`config.mk`:
```
export PLATFORM = sky130hd
export DESIGN_NAME = serial_word_rx
export DESIGN_NICKNAME = d
export VERILOG_FILES = /design/src/rtl/swr_pkg.sv /design/src/rtl/swr_ctrl.sv /design/src/rtl/swr_datapath.sv /design/src/rtl/serial_word_rx.sv
export SDC_FILE = /design/constraint.sdc
export NUM_CORES = 1
export LEC_CHECK = 0
export BUFFER_PORTS_ARGS = -buffer_cell sky130_fd_sc_hd__buf_4
export CORE_MARGIN = 8
export CORE_UTILIZATION = 65
export DETAILED_ROUTE_END_ITERATION = 8
export PLACE_DENSITY = 0.88
export SYNTH_ARGS = -nofsm -noshare
export SYNTH_HDL_FRONTEND = slang
export SYNTH_SLANG_ARGS = --single-unit
```
`constraint.sdc`:
```
create_clock -name clk -period 3.9 [get_ports clk]
set_input_delay 0.39 -clock clk [delete_from_list [all_inputs] [get_ports clk]]
set_output_delay 0.39 -clock clk [all_outputs]
set_load 0.005 [all_outputs]
```
`src/rtl/swr_pkg.sv`:
```
package swr_pkg;
  typedef enum logic [1:0] {
    LVL_NULL = 2'd0,
    LVL_LO   = 2'd1,
    LVL_HI   = 2'd2
  } lineLvl_t;

  typedef struct packed {
    logic captureBit;
    logic bitValue;
    logic wordEnd;
  } rxStrobe_t;
endpackage

```
`src/rtl/swr_ctrl.sv`:
```
module swr_ctrl
  import swr_pkg::*;
#(
  parameter int FAST_DIV    = 10,
  parameter int SLOW_DIV    = 80,
  parameter int CNT_W       = 8,
  parameter bit INVERT_LOOP = 1'b0
) (
  input  logic      clk,
  input  logic      rstN,
  input  logic      lineA,
  input  logic      lineB,
  input  logic      loopEn,
  input  logic      loopA,
  input  logic      loopB,
  input  logic      slowRate,
  output rxStrobe_t strobes
);
  localparam int CAPTURE_RUN = 3;
  localparam logic [CNT_W-1:0] FAST_GAP = CNT_W'(2 * FAST_DIV);
  localparam logic [CNT_W-1:0] SLOW_GAP = CNT_W'(2 * SLOW_DIV);
  localparam logic [CNT_W-1:0] NULL_MAX = '1;

  logic testA, testB, srcA, srcB;
  lineLvl_t rawLvl, lvlQ, prevLvl;
  logic [1:0] runCnt;
  logic [CNT_W-1:0] nullCnt;
  logic [CNT_W-1:0] gapLimit;

  generate
    if (INVERT_LOOP) begin : gLoopInv
      assign testA = loopB;
      assign testB = loopA;
    end else begin : gLoopDir
      assign testA = loopA;
      assign testB = loopB;
    end
  endgenerate

  assign srcA = loopEn ? testA : lineA;
  assign srcB = loopEn ? testB : lineB;

  always_comb begin
    if (srcA && !srcB)      rawLvl = LVL_HI;
    else if (!srcA && srcB) rawLvl = LVL_LO;
    else                    rawLvl = LVL_NULL;
  end

  assign gapLimit = slowRate ? SLOW_GAP : FAST_GAP;

  always_ff @(posedge clk or negedge rstN) begin
    if (!rstN) begin
      lvlQ    <= LVL_NULL;
      prevLvl <= LVL_NULL;
      runCnt  <= '0;
      nullCnt <= '0;
    end else begin
      lvlQ    <= rawLvl;
      prevLvl <= lvlQ;
      if (lvlQ == LVL_NULL) begin
        runCnt <= '0;
        if (nullCnt != NULL_MAX) nullCnt <= nullCnt + 1'b1;
      end else begin
        nullCnt <= '0;
        if (lvlQ == prevLvl) begin
          if (runCnt != 2'd3) runCnt <= runCnt + 1'b1;
        end else begin
          runCnt <= 2'd1;
        end
      end
    end
  end

  always_comb begin
    strobes.captureBit = (lvlQ != LVL_NULL) && (lvlQ == prevLvl) &&
                         (runCnt == 2'(CAPTURE_RUN - 1));
    strobes.bitValue   = (lvlQ == LVL_HI);
    strobes.wordEnd    = (lvlQ == LVL_NULL) && (nullCnt == gapLimit);
  end

  // one capture per level run
  assert_single_capture_R3: assert property (@(posedge clk) disable iff (!rstN)
    strobes.captureBit |=> !strobes.captureBit);
  // a gap is reported once
  assert_single_gap_R1: assert property (@(posedge clk) disable iff (!rstN)
    strobes.wordEnd |=> !strobes.wordEnd);
endmodule

```
`src/rtl/swr_datapath.sv`:
```
module swr_datapath
  import swr_pkg::*;
#(
  parameter int WORD_W  = 32,
  parameter int SHORT_W = 25,
  parameter int HALF_W  = 16
) (
  input  logic              clk,
  input  logic              rstN,
  input  rxStrobe_t         strobes,
  input  logic              shortWord,
  input  logic              sdEnable,
  input  logic              sdMatchX,
  input  logic              sdMatchY,
  input  logic              hostSel,
  input  logic              hostEn,
  output logic [HALF_W-1:0] hostData,
  output logic              wordReady
);
  localparam int IDX_W    = $clog2(WORD_W);
  localparam int BITCNT_W = IDX_W + 1;
  localparam logic [BITCNT_W-1:0] CNT_MAX = '1;

  logic [BITCNT_W-1:0] bitCount, expLen;
  logic [WORD_W-1:0]   shiftWord;
  logic [HALF_W-1:0]   half1Q, half2Q, half1Next, half2Next;
  logic                readyQ, parStat, lenOk, sdOk, accept, readClr;

  assign expLen  = shortWord ? BITCNT_W'(SHORT_W) : BITCNT_W'(WORD_W);
  assign lenOk   = (bitCount == expLen);
  assign parStat = ~^shiftWord;
  assign sdOk    = !sdEnable || ((shiftWord[8] == sdMatchX) && (shiftWord[9] == sdMatchY));
  assign accept  = strobes.wordEnd && lenOk && sdOk;
  assign readClr = hostEn && hostSel;

  always_comb begin
    half1Next        = '0;
    half1Next[7:0]   = shiftWord[7:0];
    half1Next[8]     = parStat;
    half1Next[10:9]  = {shiftWord[30], shiftWord[29]};
    half1Next[12:11] = {shiftWord[9], shiftWord[8]};
    half1Next[13]    = shiftWord[10];
    half1Next[15:14] = {shiftWord[12], shiftWord[11]};
    if (shortWord) half2Next = {5'b0, shiftWord[23:13]};
    else           half2Next = shiftWord[28:13];
  end

  always_ff @(posedge clk or negedge rstN) begin
    if (!rstN) begin
      bitCount  <= '0;
      shiftWord <= '0;
    end else if (strobes.wordEnd) begin
      bitCount  <= '0;
      shiftWord <= '0;
    end else if (strobes.captureBit) begin
      if (bitCount < BITCNT_W'(WORD_W))
        shiftWord[bitCount[IDX_W-1:0]] <= strobes.bitValue;
      if (bitCount != CNT_MAX) bitCount <= bitCount + 1'b1;
    end
  end

  always_ff @(posedge clk or negedge rstN) begin
    if (!rstN) begin
      half1Q <= '0;
      half2Q <= '0;
      readyQ <= 1'b0;
    end else if (accept) begin
      half1Q <= half1Next;
      half2Q <= half2Next;
      readyQ <= 1'b1;
    end else if (readClr) begin
      readyQ <= 1'b0;
    end
  end

  assign hostData  = hostEn ? (hostSel ? half2Q : half1Q) : '0;
  assign wordReady = readyQ;

  // the flag rises only after a word end
  assert_ready_after_end_R8: assert property (@(posedge clk) disable iff (!rstN)
    $rose(readyQ) |-> $past(strobes.wordEnd));
  // a second-half read clears the flag
  assert_read_clears_R8: assert property (@(posedge clk) disable iff (!rstN)
    (hostEn && hostSel && !strobes.wordEnd) |=> !readyQ);
  // the stored word changes only at a word end
  assert_hold_between_words_R9: assert property (@(posedge clk) disable iff (!rstN)
    !$past(strobes.wordEnd) |-> $stable(half1Q));
  // a word accepted under the filter carries the programmed bits
  assert_filter_match_R5: assert property (@(posedge clk) disable iff (!rstN)
    ($rose(readyQ) && $past(sdEnable)) |-> (half1Q[12:11] == {$past(sdMatchY), $past(sdMatchX)}));
endmodule

```
`src/rtl/serial_word_rx.sv`:
```
module serial_word_rx
  import swr_pkg::*;
#(
  parameter int FAST_DIV    = 10,
  parameter int SLOW_DIV    = 80,
  parameter int CNT_W       = 8,
  parameter int WORD_W      = 32,
  parameter int SHORT_W     = 25,
  parameter int HALF_W      = 16,
  parameter bit INVERT_LOOP = 1'b0
) (
  input  logic              clk,
  input  logic              rstN,
  input  logic              lineA,
  input  logic              lineB,
  input  logic              loopEn,
  input  logic              loopA,
  input  logic              loopB,
  input  logic              slowRate,
  input  logic              shortWord,
  input  logic              sdEnable,
  input  logic              sdMatchX,
  input  logic              sdMatchY,
  input  logic              hostSel,
  input  logic              hostEn,
  output logic [HALF_W-1:0] hostData,
  output logic              wordReady
);
  rxStrobe_t strobes;

  swr_ctrl #(
    .FAST_DIV(FAST_DIV), .SLOW_DIV(SLOW_DIV), .CNT_W(CNT_W), .INVERT_LOOP(INVERT_LOOP)
  ) uCtrl (
    .clk(clk), .rstN(rstN), .lineA(lineA), .lineB(lineB),
    .loopEn(loopEn), .loopA(loopA), .loopB(loopB),
    .slowRate(slowRate), .strobes(strobes)
  );

  swr_datapath #(
    .WORD_W(WORD_W), .SHORT_W(SHORT_W), .HALF_W(HALF_W)
  ) uData (
    .clk(clk), .rstN(rstN), .strobes(strobes), .shortWord(shortWord),
    .sdEnable(sdEnable), .sdMatchX(sdMatchX), .sdMatchY(sdMatchY),
    .hostSel(hostSel), .hostEn(hostEn), .hostData(hostData), .wordReady(wordReady)
  );
endmodule

```
# Yosys cells after proc, flatten, opt, wreduce, memory -nomap -nowiden
# Index checks and enable logic that the tools add are counted.
# classes
addsub,3
n_lt_le_gt_ge,3
eq_ne,12
muxes,25
reduce_logical,23
# op_table
operator,n
$mux 32,3
$mux 16,3
$bwmux 32,1
$reduce_xnor 32->1,1
$mux 6,4
$mux 8,3
$logic_and 1x1->1,10
$reduce_bool 2->1,5
$add 8x1->8 const B,1
$eq 8x8->1,1
$mux 2,4
$ne 8x8->1 const B,1
$add 6x1->6 const B,1
$eq 6x6->1,1
$lt 5x6->1 const B,1
$lt 6x6->1 const B,1
$mux 1,6
$ne 6x6->1 const B,1
$demux 1 s5,1
$ge 5x1->1 const B,1
$eq 2x2->1 const B,2
$ne 2x2->1 const B,2
$reduce_and 2->1,2
$logic_not 1->1,3
6 further kinds,7
# totals
register_bits,85
input_bits,14
output_inout_bits,17
elab_cells,75

# Logic depth before layout (Yosys ltp)
# Gate-level depths: netlist of the first run.
# logic_depth
ltp_word,8
ltp_mapped,8
depth_no_buf,7

# Hierarchy
# Synthesis of the first run repeated with hierarchy kept, for this count alone.
# hier_totals
hier_cells,460
area_unflattened_um2,4643.2
# by_module_without_submodules
mod,instances,cells_per_inst,area_per_inst_um2,seq_area_each_um2
swr_datapath,1,373,3813.7,1776.7
swr_ctrl,1,87,829.5,350.3

# Worst setup path before layout of the first run
# No wires, ideal clock.
# synth_timing
path_type,flip-flop to flip-flop
startpoint,register uCtrl.lvlQ[0]
endpoint,register uData.half1Q[10]
setup_ps,125
t_arrival_ps,1768
t_required_ps,3775
path_slack_ps,2007
path_stages_with_launch,9
n_path_buf,3
synth_period_minus_slack_ps,1893
cell_sequence,dfrtp_1 or2_1 buf_2 nor3_2 and3_1 buf_4 nand3_4 buf_6 mux2_4
# synth_between
elab_chain_len,4
# synth_rtl
item,line_no,source
"start, declared",swr_ctrl.sv:25,"lineLvl_t rawLvl, lvlQ, prevLvl;"
"start signal, assigned",swr_ctrl.sv:58,lvlQ <= rawLvl;
$logic_not 2->1,swr_ctrl.sv:78,strobes.wordEnd = (lvlQ == LVL_NULL) && (nullCnt == gapLimit);
$logic_and 1x1->1,swr_ctrl.sv:78,
$logic_and 1x1->1 (2 in a row),swr_datapath.sv:33,assign accept = strobes.wordEnd && lenOk && sdOk;
"end signal, assigned",swr_datapath.sv:68,half1Q <= half1Next;
"end, declared",swr_datapath.sv:26,"logic [HALF_W-1:0] half1Q, half2Q, half1Next, half2Next;"
# Every way passes these cells.
# A chain may end at the register's enable or synchronous reset.

# Worst setup path after layout of the first run
# layout_timing
startpoint,register uCtrl.lvlQ[0]
endpoint,register uData.half2Q[6]
# layout_between
elab_chain_len,4
# layout_rtl
item,line_no,source
$logic_not 2->1,swr_ctrl.sv:78,
$logic_and 1x1->1,swr_ctrl.sv:78,
$logic_and 1x1->1 (2 in a row),swr_datapath.sv:33,
"end signal, assigned",swr_datapath.sv:69,half2Q <= half2Next;
"end, declared",swr_datapath.sv:26,
# Every way passes these cells.

==> results_dict.tcl, run 1 <==
set metrics [dict create \
    setup.worst_path.class "reg2reg" \
    layout_common_cells "85 x dfrtp_1, 33 x xnor2_1, 31 x buf_4" \
    yosysUniqueCellTypes 44 \
    maxSlewHeadroom_pct 31.1 \
    ir_drop_mv 0.242 \
    overflow 0 \
    p_comb_share_pct 6.0 \
    worst-r2r-cell-count 5 \
    dieArea_um2 9880 \
    timing.fmax_mhz 396 \
    async_flop_share_pct 100 \
    layout_commonest_cell "dfrtp_1" \
    reg2reg_slack_ns 1.38 \
    synth-main-ff-cell "dfrtp_1" \
    vias_per_cell 6.02 \
    pwr-share-clk_pct 35.9 \
    antenna_found_initial 0 \
    final_core_util_pct 72.4 \
    grt_max_degree 86 \
    period_needed_ns 2.52 \
    synthMuxAreaShare_pct 14.4 \
    post_synth_inst_count 399 \
    grt_use_total_pct 18.5 \
    setup_viol 0 \
    syn_area_per_cell_um2 11.3 \
    multi_input_area_um2 2230 \
    regToRegStartpoint "uCtrl.lvlQ[0]" \
    drv_slew 0 \
    seq_area_um2 2130 \
    htreeDepth 3 \
    pwr-share-seq_pct 58.2 \
    clk_latency_ns 0.36 \
    wirelength_um 8710 \
    swShare_pct 25.5 \
    grt_pass1_vias 3010 \
    portBuffers 30 \
    vias 3008 \
    drtIter0Drc 106 \
    maxCapViolations 0 \
    nNetsFinal 437 \
    dp_hpwl_um 6150 \
    rsz0062_at_grt "false" \
    synthSimpleGateAreaFrac_pct 12.2 \
    required_ns 4.14 \
    synthAdderAreaFrac_pct 2.21 \
    cts_buffers 9 \
    status "finished clean" \
    hold_viol 0 \
    fin_crit_sh_pct 64.7 \
    cts-root-buf "clkbuf_8" \
    p_int_mw 1.16 \
    cts.sinks 85 \
    power_density_nw_per_um2 319 \
    switching_power_uw 398 \
    cp-start-kind "flop" \
    cts_setup_buffers 0 \
    synth_nets 421 \
    synth_area_um2 4520 \
    core_area_um2 6760 \
    die_y_um 99.4 \
    gp_congestion 0.865 \
    path_max_fanout 33 \
    yosysSeqAreaShare_pct 47.0 \
    arrival_ns 2.77 \
    clockBufferDepth 2 \
    drc 0 \
    ant_nets 0 \
    ys_warn_count 0 \
    io_pins 31 \
    endpoint_kind "flop" \
    die_w_um 99.4 \
    synth_compound_area_share_pct 12.9 \
    r2r_end "uData.half2Q[6]" \
    synth-xor-area-share_pct 7.55 \
    syn_to_final_growth_pct 8.22 \
    routedWlPerCell_um 17.4 \
    clk_pin_slew_ns 0.09 \
    timing.setup.tns_ns 0 \
    diodes 0 \
    synth_edf_count 0 \
    firstDrtPassIters 4 \
    post_cts_resized 0 \
    holdBufCountCts 0 \
    p_leak_nw 2.17 \
    rows 30 \
    min_path_type "in2async" \
    yosys_register_bits 85 \
    worst_slew_pin_slew_ns 1.03 \
    fill_cells 454 \
    skew_ns 0.0140 \
    synth_top_family_by_area "multiplexers" \
    cts_tree "yes" \
    initial_core_util_pct 66.9 \
    drive_gt1_share_pct 19.8 \
    grt_pass1_wl_um 14600 \
]
==> worst max-delay path by stage <==
| stage | from | to | slack (ns) | depth (start not counted) |
|---|---|---|---|---|
| detailed placement | slowRate | uData.half2Q[6] | 1.36 | 7 |
| CTS | uCtrl.lvlQ[0] | uData.half2Q[6] | 1.34 | 5 |
| global placement | slowRate | uData.half1Q[11] | 1.41 | 7 |
| floorplan | uCtrl.lvlQ[0] | uData.half1Q[10] | 2.01 | 8 |
| global route | uCtrl.lvlQ[0] | uData.half1Q[12] | 1.17 | 5 |
| finish | uCtrl.lvlQ[0] | uData.half2Q[6] | 1.38 | 5 |
==> cells by family (layout without fill, tap and decap cells) <==
family / Yosys count / after routing
AO/OA/AOI/OAI: 83 / 83
XOR/XNOR: 39 / 39
adder cells (fa/ha/maj): 8 / 8
buffers and inverters: 35 / 56
flip-flops: 85 / 85
multiplexers: 50 / 50
AND/OR/NAND/NOR: 99 / 99
==> worst max-delay path: stages, from the launching register on <==
cell	delay [ns]
dfrtp_1	0.46
or2_1	0.35
nor3_2	0.17
and3_1	0.38
nand3_4	0.55
mux2_4	0.49
==> area by class of cell <==
type / instances / share of cell area (%)
Multi-Input combinational cell: 279 / 45.5
Sequential cell: 85 / 43.5
Tap cell: 80 / 2.04
Clock inverter: 6 / 0.946
Clock buffer: 10 / 2.61
Timing Repair Buffer: 31 / 4.75
Inverter: 9 / 0.690
==> routing by layer <==
| metal | vias up | global-route usage (%) | part of all wire [%] |
|---|---|---|---|
| li1 | 1477 | - | - |
| met1 | 1454 | 23.0 | 45 |
| met2 | 64 | 29.9 | 48 |
| met3 | 13 | 3.70 | 4.5 |
| met4 | 0 | 9.78 | 1.8 |
| met5 | - | 0 | 0 |
==> cell usage after synthesis, types with 2 or more instances <==
| master | count | share of area, % |
|---|---|---|
| inv_1 | 9 | 0.75 |
| xnor2_1 | 33 | 6.4 |
| buf_6 | 3 | 0.75 |
| nand3_1 | 16 | 1.8 |
| ha_1 | 8 | 2.2 |
| nor2_1 | 21 | 1.7 |
| dfrtp_1 | 85 | 47 |
| nor4_1 | 2 | 0.28 |
| o31ai_1 | 28 | 4.6 |
| a21oi_1 | 5 | 0.55 |
| nor3b_1 | 2 | 0.33 |
| and3_1 | 4 | 0.55 |
| nand2_1 | 16 | 1.3 |
| nand3b_1 | 3 | 0.50 |
| buf_2 | 8 | 0.89 |
| a31oi_1 | 7 | 0.97 |
| mux2_4 | 29 | 9.6 |
| mux2i_1 | 18 | 4.0 |
| buf_1 | 2 | 0.17 |
| clkbuf_1 | 11 | 0.91 |
| o21ai_0 | 10 | 1.1 |
| or3_1 | 3 | 0.41 |
| nor2b_1 | 21 | 2.9 |
| xor2_1 | 6 | 1.2 |
| o211ai_1 | 28 | 4.6 |
| mux2_2 | 3 | 0.75 |
==> power groups by stage <==
stage                     Combinational (mW)  Sequential [mW]  Clock, mW
after floorplan                       0.0551            0.922          0
after global placement                0.0901            0.925          0
after detailed placement              0.0938            0.927          0
after CTS                             0.0948            0.909      0.564
after global routing                   0.105            0.911      0.604
final                                 0.0930            0.909      0.561
==> sequential cells by signal (all words and copies together) (netlist names) <==
signal / cells
uData.shiftWord: 32
uData.wordReady: 1
uData.bitCount: 6
uData.half1Q: 16
uCtrl.runCnt: 2
uCtrl.prevLvl: 2
uData.half2Q: 16
uCtrl.lvlQ: 2
uCtrl.nullCnt: 8
==> metrics by stage <==
stage | setup WS, ns | cell area, um^2 | std cells | hold slack, ns | total power [mW]
4_1_cts | 1.34 | 4890 | 500 | 0.223 | 1.57
2_1_floorplan | 2.01 | 4520 | 399 | 0.0944 | 0.977
6_report | 1.38 | 4890 | 500 | 0.197 | 1.56
3_5_place_dp | 1.36 | 4720 | 484 | 0.492 | 1.02
5_1_grt | 1.17 | 4890 | 500 | 0.228 | 1.62
3_3_place_gp | 1.41 | 4720 | 484 | 0.463 | 1.01
Power figures use the tool's default switching activity.
==> inputs of run 2 (changes only) <==
- ABC_AREA: not set -> 1
- CORE_UTILIZATION: 65 -> 56
- PLACE_DENSITY: 0.88 -> 0.8
- clock period: 3.9 -> 2.2 ns (I/O delays scaled with it)
==> results_dict.tcl, run 2 <==
set metrics [dict create \
    status "finished clean" \
    hold_viol 0 \
    grt_use_total_pct 19.8 \
    path_max_fanout 32 \
    maxSlewHeadroom_pct 61.0 \
    p_int_mw 2.51 \
    required_ns 2.45 \
    min_path_type "in2reg" \
    yosysTopAreaCell "dfrtp_1" \
    largest_reg_flops 32 \
    yosysSeqAreaShare_pct 39.9 \
    cts_buffers 9 \
    switching_power_uw 950 \
    vias_per_cell 5.33 \
    die_w_um 114 \
    syn_to_final_growth_pct 10.2 \
    timing.setup.tns_ns 0 \
    power_density_nw_per_um2 589 \
    synth_area_um2 5330 \
    dieArea_um2 12900 \
    overflow 0 \
    ys_warn_count 0 \
    setup_viol 0 \
    timing.fmax_mhz 511 \
    arrival_ns 2.20 \
    grtUsageMet2_pct 33.3 \
    p_comb_share_pct 13.0 \
    ant_nets 0 \
    drc 0 \
    finalNonFillerCells 937 \
    top_regs "uData.shiftWord x32, uData.half1Q x16, uData.half2Q x16" \
    synthTopCellsByArea "dfrtp_1 40%, nand2_1 24%, nor2_1 6.3%" \
    period_needed_ns 1.96 \
    rsz0062_at_grt "false" \
    fin_crit_sh_pct 88.9 \
    drive_gt1_share_pct 11.1 \
    clk_pin_slew_ns 0.09 \
    vias 4995 \
    yosysUniqueCellTypes 31 \
    synth-main-ff-cell "dfrtp_1" \
    swShare_pct 27.5 \
    clk_latency_ns 0.36 \
    grt_pass1_wl_um 21300 \
    post_cts_resized 0 \
    holdBufCountCts 1 \
    synth_edf_count 0 \
    cts-root-buf "clkbuf_8" \
    nNetsFinal 825 \
    antenna_found_initial 0 \
    rows 35 \
    core_area_um2 9240 \
    skew_ns 0.0115 \
    yosys_register_bits 85 \
    ir_drop_mv 0.305 \
    yosysTopAreaCellShare_pct 39.9 \
    p_leak_nw 2.96 \
    synth_common_cells "341 x nand2_1, 89 x nor2_1, 85 x dfrtp_1, 68 x inv_1, 34 x a31oi_1" \
    cts.sinks 85 \
    layout_common_cells "341 x nand2_1, 89 x nor2_1, 85 x dfrtp_1" \
    io_pins 31 \
    pwr-share-seq_pct 48.0 \
    cp-start-kind "flop" \
    hp-start "lineB" \
    maxCapViolations 0 \
    regToRegStartpoint "uCtrl.nullCnt[0]" \
    syn_area_per_cell_um2 6.81 \
    cts_setup_buffers 0 \
    grt_pass1_vias 4809 \
    post_synth_inst_count 783 \
    layout_commonest_cell "nand2_1" \
    dp_hpwl_um 9070 \
    use_met3_pct 4.28 \
    htreeDepth 3 \
    drtIter0Drc 470 \
    wirelength_um 12500 \
    synth_nets 805 \
    endpoint_kind "flop" \
    die_y_um 114 \
    pwr-share-clk_pct 39.0 \
    synth_most_common_cell "nand2_1" \
    portBuffers 30 \
    async_flop_share_pct 100 \
    worst_slew_pin_slew_ns 0.580 \
    drv_slew 0 \
    clockBufferDepth 2 \
    firstDrtPassIters 5 \
    gp_congestion 0.898 \
    setup.worst_path.class "reg2reg" \
    met1_usage_pct 24.4 \
    cts_tree "yes" \
    grt_max_degree 64 \
    dp_cells 920 \
    top_register "uData.shiftWord" \
    top_usage_layer "met2" \
    diodes 0 \
    routedWlPerCell_um 13.3 \
    initial_core_util_pct 57.7 \
    critPathLaunch "uCtrl.nullCnt[0]" \
    fill_cells 809 \
]
-- run 2: changes by cell type after synthesis, sizes merged, moves of 7 or more --
cell    before  now
inv          9   72
o31ai       28    0
o211ai      28    0
o21ai       10   62
xnor2       33    6
nand3       17   24
nand2       16  346
mux2        32    0
a31oi        8   34
mux2i       18    0
nor2b       21    0
nor2        21   91
-- run 2: routing by layer --
| metal | share of wire (%) | up-vias |
|---|---|---|
| li1 | - | 2502 |
| met2 | 48 | 158 |
| met1 | 44 | 2315 |
| met5 | 0 | - |
| met3 | 5.4 | 20 |
| met4 | 1.8 | 0 |
-- run 2: critical path, stage by stage (launching register included) --
cell and delay [ns]:
dfrtp_1 0.41, inv_1 0.10, ha_1 0.15, inv_1 0.07, nor4_4 0.28, nand2_1 0.14
nor2_4 0.13, buf_4 0.33, a31oi_1 0.09, nand2_1 0.09, nand2_1 0.05
-- run 2: kinds of logic (layout without fill, tap and decap cells) --
kind of cell | count (synthesis) | count (layout) | synth area share, %
buf+inv | 102 | 127 | 8.75
compound gates | 103 | 103 | 12.2
simple gates | 476 | 476 | 35.8
flops | 85 | 85 | 39.9
fa+ha+maj | 8 | 8 | 1.88
xor+xnor | 9 | 9 | 1.48
-- run 2: path summary, 6_finish.rpt --
check                      slack (ns)  cells after the start                   to
max                              0.24                     10  uData.shiftWord[31]
min                              0.16                      4        uCtrl.lvlQ[1]
max reg2reg                      0.24                     10  uData.shiftWord[31]
min reg2reg                      0.46                      0     uCtrl.prevLvl[0]
max in group asynchronous        1.20                      3     uData.half1Q[12]
min in group asynchronous        0.40                      2      uData.half1Q[4]
-- run 2: cell type report --
type                    instances  area [um^2]  share of cell area (%)
multi-input cells             596         2740                    46.6
clock buffers                   9          124                    2.11
flip-flops and latches         85         2130                    36.2
repair buffers                 39          333                    5.66
well taps                     129          161                    2.75
inverters                      72          270                    4.60
clock inverters                 7          123                    2.09
-- run 2: per-stage QoR --
step,util [%],cell area (um^2),hold WS (ns),power [mW],setup slack [ns]
5_1_grt,63.6,5880,0.203,3.62,0.0454
3_5_place_dp,60.8,5620,0.260,2.14,0.244
2_1_floorplan,-,5330,-0.0756,1.97,0.513
4_1_cts,63.6,5880,0.164,3.49,0.238
3_3_place_gp,60.8,5620,0.251,2.11,0.361
6_report,63.6,5880,0.162,3.46,0.244
-- run 2: power by group through the flow --
| stage | Clock [mW] | Sequential [mW] | Combinational (mW) |
|---|---|---|---|
| CTS | 1.38 | 1.66 | 0.451 |
| detailed placement | 0 | 1.69 | 0.445 |
| finish | 1.35 | 1.66 | 0.449 |
| global route | 1.44 | 1.67 | 0.508 |
| global placement | 0 | 1.69 | 0.427 |
| floorplan | 0 | 1.67 | 0.300 |
==> inputs of run 3 (changes only) <==
- MAX_ROUTING_LAYER: not set -> met4
==> results_dict.tcl, run 3 (synthesis gave the netlist of run 2 again) <==
set metrics [dict create \
    cts_tree "yes" \
    gp_congestion 0.859 \
    period_needed_ns 1.92 \
    diodes 0 \
    critPathLaunch "uCtrl.nullCnt[0]" \
    grt_use_total_pct 20.0 \
    wirelength_met1_um 5320 \
    multi_input_area_um2 2740 \
    endpoint_kind "flop" \
    top_layer_used "met4" \
    wirelength_um 12000 \
    wl_met2_um 5620 \
    p_leak_nw 2.96 \
    grt_pass1_wl_um 20600 \
    regToRegStartpoint "uCtrl.nullCnt[0]" \
    fill_cells 831 \
    portBuffers 30 \
    clk_latency_ns 0.36 \
    layout_common_cells "341 x nand2_1, 89 x nor2_1, 85 x dfrtp_1" \
    timing.fmax_mhz 522 \
    top_register "uData.shiftWord" \
    rsz0062_at_grt "false" \
    top_regs "uData.shiftWord x32, uData.half1Q x16, uData.half2Q x16" \
    routed-wl-met3_um 822 \
    cts_setup_buffers 0 \
    hold_viol 0 \
    nNetsFinal 827 \
    die_w_um 114 \
    grt_pass1_vias 4598 \
    rows 35 \
    hold_depth 4 \
    r2r_end "uData.shiftWord[30]" \
    cts_buffers 9 \
    vias_per_cell 5.28 \
    reg2reg_slack_ns 0.28 \
    path_max_fanout 22 \
    clockBufferDepth 2 \
    setup.worst_path.class "reg2reg" \
    ant_nets 0 \
    layout_commonest_cell "nand2_1" \
    cts.sinks 85 \
    drive_gt1_share_pct 11.4 \
    power_density_nw_per_um2 557 \
    layout_setup_ws_ns 0.284 \
    htreeDepth 3 \
    routedWlPerCell_um 12.8 \
    core_area_um2 9240 \
    skew_ns 0.0105 \
    holdBufCountCts 1 \
    grt_max_degree 64 \
    drv_slew 0 \
    ir_drop_mv 0.291 \
    min_path_type "in2reg" \
    setup_viol 0 \
    dp_hpwl_um 9020 \
    dieArea_um2 12900 \
    cp-start-kind "flop" \
    fin_crit_sh_pct 87.1 \
    firstDrtPassIters 6 \
    finalPower_mw 3.26 \
    arrival_ns 2.17 \
    io_pins 31 \
    crit_end "uData.shiftWord[30]" \
    vias 4959 \
    worst-r2r-cell-count 10 \
    required_ns 2.46 \
    overflow 0 \
    maxCapViolations 0 \
    worst_slew_pin_slew_ns 0.492 \
    largest_reg_flops 32 \
    clk_pin_slew_ns 0.09 \
    antenna_found_initial 0 \
    drc 0 \
    post_cts_resized 0 \
    timing.setup.tns_ns 0 \
    drtIter0Drc 370 \
    cts-root-buf "clkbuf_8" \
    dpl_worst_slack_ns 0.288 \
    maxSlewHeadroom_pct 67.2 \
    initial_core_util_pct 57.7 \
    seq_area_um2 2130 \
    syn_to_final_growth_pct 9.69 \
    status "finished clean" \
    die_y_um 114 \
]
==> run 3: power breakdown <==
group,switching (mW),internal (mW),leakage [nW]
clock,0.609,0.541,0.102
combinational,0.298,0.150,1.68
sequential,0.0575,1.60,1.18
total,0.965,2.29,2.96
==> run 3: layer usage <==
metal  GRT usage [%]  up-vias
li1                -     2508
met1            24.7     2274
met3            3.49       20
met2            31.7      157
met5               -        -
met4            8.44        0
==> run 3: worst min-delay path by stage <==
stage / endpoint / slack, ns / from
floorplan: uCtrl.lvlQ[0] / -0.08 / rstN
global placement: uData.half1Q[4] / 0.18 / rstN
detailed placement: uData.half1Q[4] / 0.18 / rstN
CTS: uCtrl.lvlQ[1] / 0.14 / lineB
global route: uCtrl.lvlQ[1] / 0.18 / lineB
finish: uCtrl.lvlQ[1] / 0.14 / lineB
==> run 3: final cells by class <==
type	instances	area share, %
Clock inverter	7	1.37
Timing Repair Buffer	41	5.95
Tap cell	129	2.76
Inverter	72	4.62
Multi-Input combinational cell	596	46.8
Clock buffer	9	2.12
Sequential cell	85	36.4
==> run 3: per-stage QoR <==
step                util [%]  hold slack [ns]  cell area [um^2]  instances
floorplan                  -          -0.0756              5330        783
global placement        61.0            0.180              5640        922
detailed placement      61.0            0.183              5640        922
CTS                     63.3            0.136              5850        939
global route            63.3            0.178              5850        939
finish                  63.3            0.138              5850        939
==> run 3: worst max-delay path: stages (launching register included) <==
cell and delay (ns):
dfrtp_1 0.40, inv_1 0.11, ha_1 0.16, inv_1 0.07, nor4_4 0.30, nand2_1 0.15, nor2_4 0.15, buf_4 0.27
a31oi_1 0.07, nand2_1 0.08, nand2_1 0.05
